## src/rtl/dash_anim_pkg.sv

```systemverilog
package dash_anim_pkg;
  localparam int NUM_PATHS = 2;
  localparam int PATH_UP   = 0;
  localparam int PATH_DOWN = 1;

  // Per-path geometry: vertical leg start, bend row, horizontal leg start column
  localparam int PATH_Y0   [NUM_PATHS] = '{80, 260};
  localparam int PATH_BEND [NUM_PATHS] = '{220, 400};
  localparam int PATH_X0   [NUM_PATHS] = '{200, 200};

  typedef enum logic [2:0] {
    COL_NONE   = 3'd0,
    COL_GREEN  = 3'd2,
    COL_YELLOW = 3'd4
  } color_e;

  typedef struct packed {
    logic   draw;
    color_e color;
  } pix_res_t;
endpackage

```

## src/rtl/wire_path_len.sv

```systemverilog
module wire_path_len #(
  parameter int COORD_W = 11,
  parameter int Y0      = 80,
  parameter int BEND    = 220,
  parameter int X0      = 200
) (
  input  logic [COORD_W-1:0] px,
  input  logic [COORD_W-1:0] py,
  output logic [COORD_W-1:0] len
);
  localparam logic [COORD_W-1:0] Y0_V   = COORD_W'(Y0);
  localparam logic [COORD_W-1:0] BEND_V = COORD_W'(BEND);
  localparam logic [COORD_W-1:0] X0_V   = COORD_W'(X0);
  localparam logic [COORD_W-1:0] LEG1_V = COORD_W'(BEND - Y0);

  always_comb begin
    if (py < BEND_V) len = py - Y0_V;
    else             len = LEG1_V + px - X0_V;
  end
endmodule

```

## src/rtl/dash_phase_test.sv

```systemverilog
module dash_phase_test #(
  parameter int COORD_W  = 11,
  parameter int PHASE_W  = 8,
  parameter int DASH_BIT = 4
) (
  input  logic [COORD_W-1:0] len,
  input  logic [PHASE_W-1:0] phase,
  output logic               lit
);
  logic [COORD_W-1:0] shifted;
  always_comb begin
    shifted = len - COORD_W'(phase);
    lit     = shifted[DASH_BIT];
  end
endmodule

```

## src/rtl/pix_stream_reg.sv

```systemverilog
module pix_stream_reg
  import dash_anim_pkg::*;
(
  input  logic     clk,
  input  logic     rst_n,
  input  logic     in_valid,
  output logic     in_ready,
  input  pix_res_t in_res,
  output logic     out_valid,
  input  logic     out_ready,
  output pix_res_t out_res
);
  assign in_ready = !out_valid || out_ready;

  always_ff @(posedge clk or negedge rst_n) begin
    if (!rst_n) begin
      out_valid <= 1'b0;
      out_res   <= '{draw: 1'b0, color: COL_NONE};
    end else if (in_ready) begin
      out_valid <= in_valid;
      if (in_valid) out_res <= in_res;
    end
  end
endmodule

```

## src/rtl/dash_path_anim.sv

```systemverilog
module dash_path_anim
  import dash_anim_pkg::*;
#(
  parameter int COORD_W  = 11,
  parameter int PHASE_W  = 8,
  parameter int DASH_BIT = 4
) (
  input  logic               clk,
  input  logic               rst_n,
  input  logic               in_valid,
  output logic               in_ready,
  input  logic [COORD_W-1:0] in_px,
  input  logic [COORD_W-1:0] in_py,
  input  logic [PHASE_W-1:0] in_phase,
  input  logic [1:0]         in_mask,
  input  logic               in_level,
  output logic               out_valid,
  input  logic               out_ready,
  output logic               out_draw,
  output logic [2:0]         out_color
);
  logic [NUM_PATHS-1:0] path_lit;

  for (genvar g = 0; g < NUM_PATHS; g++) begin : g_path
    logic [COORD_W-1:0] len;
    wire_path_len #(
      .COORD_W(COORD_W), .Y0(PATH_Y0[g]), .BEND(PATH_BEND[g]), .X0(PATH_X0[g])
    ) u_len (
      .px(in_px), .py(in_py), .len(len)
    );
    dash_phase_test #(
      .COORD_W(COORD_W), .PHASE_W(PHASE_W), .DASH_BIT(DASH_BIT)
    ) u_dash (
      .len(len), .phase(in_phase), .lit(path_lit[g])
    );
  end

  // Level picks the conducting path: low -> pull-up, high -> pull-down
  pix_res_t cur_res;
  always_comb begin
    cur_res = '{draw: 1'b0, color: COL_NONE};
    if (!in_level) begin
      if (in_mask[PATH_UP] && path_lit[PATH_UP])
        cur_res = '{draw: 1'b1, color: COL_YELLOW};
    end else begin
      if (in_mask[PATH_DOWN] && path_lit[PATH_DOWN])
        cur_res = '{draw: 1'b1, color: COL_GREEN};
    end
  end

  pix_res_t out_res;
  pix_stream_reg u_oreg (
    .clk(clk), .rst_n(rst_n),
    .in_valid(in_valid), .in_ready(in_ready), .in_res(cur_res),
    .out_valid(out_valid), .out_ready(out_ready), .out_res(out_res)
  );

  assign out_draw  = out_res.draw;
  assign out_color = out_res.color;
endmodule

```

## config.mk

```make
export PLATFORM = sky130hd
export DESIGN_NAME = dash_path_anim
export DESIGN_NICKNAME = d
export VERILOG_FILES = /design/src/rtl/dash_anim_pkg.sv /design/src/rtl/wire_path_len.sv /design/src/rtl/dash_phase_test.sv /design/src/rtl/pix_stream_reg.sv /design/src/rtl/dash_path_anim.sv
export SDC_FILE = /design/constraint.sdc
export NUM_CORES = 1
export LEC_CHECK = 0
export ABC_AREA = 0
export BUFFER_PORTS_ARGS = -buffer_cell sky130_fd_sc_hd__buf_2
export CORE_MARGIN = 2
export CORE_UTILIZATION = 45
export CTS_BUF_LIST = sky130_fd_sc_hd__clkbuf_8
export DETAILED_ROUTE_END_ITERATION = 6
export GPL_TIMING_DRIVEN = 1
export PLACE_DENSITY = 0.95
export RECOVER_POWER = 100
export SETUP_SLACK_MARGIN = 0.05
export SLEW_MARGIN = 20
export SYNTH_ARGS = -nofsm -noshare
export SYNTH_HDL_FRONTEND = slang
export SYNTH_SLANG_ARGS = --single-unit
```

## constraint.sdc

```tcl
create_clock -name clk -period 2.1 [get_ports clk]
set_input_delay 0.63 -clock clk [delete_from_list [all_inputs] [get_ports clk]]
set_output_delay 0.63 -clock clk [all_outputs]
set_load 0.1 [all_outputs]
```

==> flow_summary.ini <==
[clock_tree]
cts.clk_slew.worst_paths_ns = 0.04
cts_root_buf = clkbuf_8
clk_latency_ns = 0.22
htreeDepth = 1
hold_buffers = 0
cts_sinks = 4
cts_buffer_depth = 2
cts_buffers = 3
cts_tree = built

[min_path]
hp-class = in -> async

[sta]
finalHoldViolCount = 0
slew_headroom = 0.638
slew_violations = 0
clock_skew_ns = 0.00258
setup_slack_ns = -0.678
finalSetupViolCount = 3
setup_tns_ns = -1.86
timing.final.crit_period_ns = 2.78
rsz0062_at_grt = yes
max_freq_mhz = 360
fin_crit_sh = 1.32
worst_slew_pin_slew_ns = 0.545

[synthesis]
synth-warning-count = 0
syn_inst = 81
synth_cell_types = 40
synth-edff-count = 0
netlist_area_sq_um = 656
post_synth.cell_area_avg_sq_um = 8.09
syn_nets = 126
synth-seq-cells = 4
ys_async_sr_fraction = 1.00
seq_area_frac_synth = 0.153
postSynth.topFlopCell = dfrtp_1

[power]
p_int_uw = 349
clkPwrFrac = 0.279
power_switching_uw = 287
pwr-share-seq = 0.151
combPwrFrac = 0.570
leakagePower_uw = 0.000589
p_per_area_nw_per_um2 = 537
ir_worst_vdd_mv = 0.275
swShare = 0.451

[critical_path]
worstPathCellList = buf_6 > or2_4 > a311o_1 > nor2_4 > mux2i_1 > ha_1 > a21o_1 > a211oi_2 > a31oi_1 > xnor2_1 > o21ai_1
endpoint = u_oreg.out_res[2]
critPathLaunchType = primary input
required_ns = 2.19
worst_r2r_endpoint = u_oreg.out_res[3]
arrival_ns = 2.87
cp_slowest_cell = a311o_1
critical_path.top_delay_family = compound AO/OA/AOI/OAI gates
endpoint_kind = flop
r2r_start = u_oreg.out_valid
cp_max_fo = 3
path_depth = 11
cp_num_buf_inv = 1
startpoint = in_py[9]
ff2ff_path_depth = 4
r2r_setup_slack_ns = 0.82
crit_type = in -> reg
max_stage_delay_ns = 0.34

[detailed_routing]
drt_pre_antenna_iters = 4
postRouteAntennaNets = 0
wl_per_cell_um = 19.3
routed_via_density = 6.37
drc = 0
dr.first_iter.drc_count = 45
dr_total_vias = 994
drt-total-wl_um = 3010

[placed_design]
io_buffers = 32
place_ws_ns = -0.869
gp_congestion = 0.878
hpwl_um = 1970

[finish]
antenna_cells = 0
final.fill_count = 68
syn_to_final_growth_pct = 80.5
final_nets = 187
drive_gt1_frac = 0.539

[floorplanning]
pin_count = 43
die_w_um = 42.2
die_area_sq_um = 1780
rows = 13
die_height_um = 42.2
coreArea_sq_um = 1330
initial_utilization = 0.492

[global_route]
grt_max_degree = 7
first_global_vias = 991
overflow = 0
grt_pass1_wl_um = 4050
grt_antenna_before_repair = 0
track_usage = 0.296

[status]
violations = negative setup slack
status = complete, but fails checks

[job]
cap_violations = 0
-- routing by layer --
| layer | up-vias | global-route usage | routed length, um |
|---|---|---|---|
| met5 | - | 0 | 0 |
| met4 | 0 | 0.206 | 206 |
| met3 | 31 | 0.0560 | 230 |
| met2 | 84 | 0.591 | 1530 |
| met1 | 448 | 0.252 | 1040 |
| li1 | 431 | - | - |
-- area by class of cell --
class | count | area (sq um) | share of cell area
clock buffer | 3 | 41.3 | 0.0349
timing repair buffer | 57 | 378 | 0.319
multi-input combinational | 68 | 611 | 0.516
clock inverter | 1 | 3.75 | 0.00317
sequential | 4 | 101 | 0.0856
inverter | 8 | 30.0 | 0.0254
tap | 15 | 18.8 | 0.0159
-- worst register-to-register path, cell delays in order (launching register included) --
cell	delay, ns
dfrtp_2	0.40
nand2b_1	0.16
nand2_1	0.13
or3_4	0.41
o211ai_1	0.10
-- cell families (layout without fill, tap and decap cells) --
logic type | count (synthesis) | after routing | synth area share
adder cells (fa/ha/maj) | 8 | 8 | 0.153
buffers and inverters | 9 | 69 | 0.0573
XOR/XNOR | 4 | 4 | 0.0534
other | 1 | 1 | 0.00572
AO/OA/AOI/OAI | 24 | 24 | 0.277
multiplexers | 3 | 3 | 0.0496
AND/OR/NAND/NOR | 28 | 28 | 0.252
flip-flops | 4 | 4 | 0.153
-- sequential cells by signal, indices dropped and copies added (netlist names) --
| signal | count |
|---|---|
| u_oreg.out_valid | 1 |
| u_oreg.out_res | 3 |
-- power by group through the flow --
stage / Combinational, uW / Sequential [uW] / Clock [uW]
after CTS: 341 / 95.7 / 178
after global placement: 314 / 93.9 / 0
final: 362 / 95.9 / 177
after floorplan: 134 / 173 / 0
after global routing: 380 / 96.2 / 182
after detailed placement: 330 / 95.3 / 0
-- cell usage after synthesis (2+ instances only) --
master | n | area share
nand2_1 | 7 | 0.040
a211oi_1 | 2 | 0.023
xor2_1 | 2 | 0.027
a21oi_1 | 3 | 0.023
dfrtp_1 | 4 | 0.15
xnor2_1 | 2 | 0.027
o21ai_0 | 5 | 0.038
ha_1 | 8 | 0.15
nand3_1 | 3 | 0.023
nand2b_1 | 3 | 0.029
inv_1 | 8 | 0.046
nor2_1 | 5 | 0.029
mux2_2 | 2 | 0.034
-- timing repair --
item / 4_1_cts / 5_1_grt
buffers inserted: 0 / 1
pin swaps: 13 / 11
endpoints found under the setup margin: 3 / 3
gates resized for setup: 9 / 7
-- how the worst min path moves through the flow --
stage	start	to	slack, ns	cells after the start
CTS	rst_n	u_oreg.out_res[2]	0.20	1
global route	rst_n	u_oreg.out_res[2]	0.26	1
floorplan	rst_n	u_oreg.out_res[1]	0.33	0
global placement	rst_n	u_oreg.out_res[1]	0.43	1
detailed placement	rst_n	u_oreg.out_res[3]	0.44	1
finish	rst_n	u_oreg.out_res[2]	0.24	1
-- per-stage QoR --
| stage | std cells | util | instance area [sq um] | hold WS (ns) | power (uW) |
|---|---|---|---|---|---|
| floorplan | 81 | - | 708 | 0.334 | 307 |
| global placement | 151 | 0.806 | 1070 | 0.433 | 408 |
| detailed placement | 151 | 0.806 | 1070 | 0.439 | 425 |
| CTS | 155 | 0.868 | 1160 | 0.204 | 614 |
| global route | 156 | 0.887 | 1180 | 0.256 | 658 |
| finish | 156 | 0.887 | 1180 | 0.237 | 636 |
-- placed cells by master (no fill, tap or decap), types with 2 or more instances in the layout --
master    instances
o21ai_0           2
xor2_1            2
buf_4            25
buf_2            22
ha_1              6
mux2_4            2
dfrtp_1           3
nor2_1            4
xnor2_1           2
clkbuf_2          4
a21oi_1           2
nand3_1           3
nand2_2           2
nand2_1           6
buf_6             3
nand2b_1          3
clkbuf_8          3
ha_4              2
inv_1             9
o21ai_1           4
(Power assumes the default switching activity.)
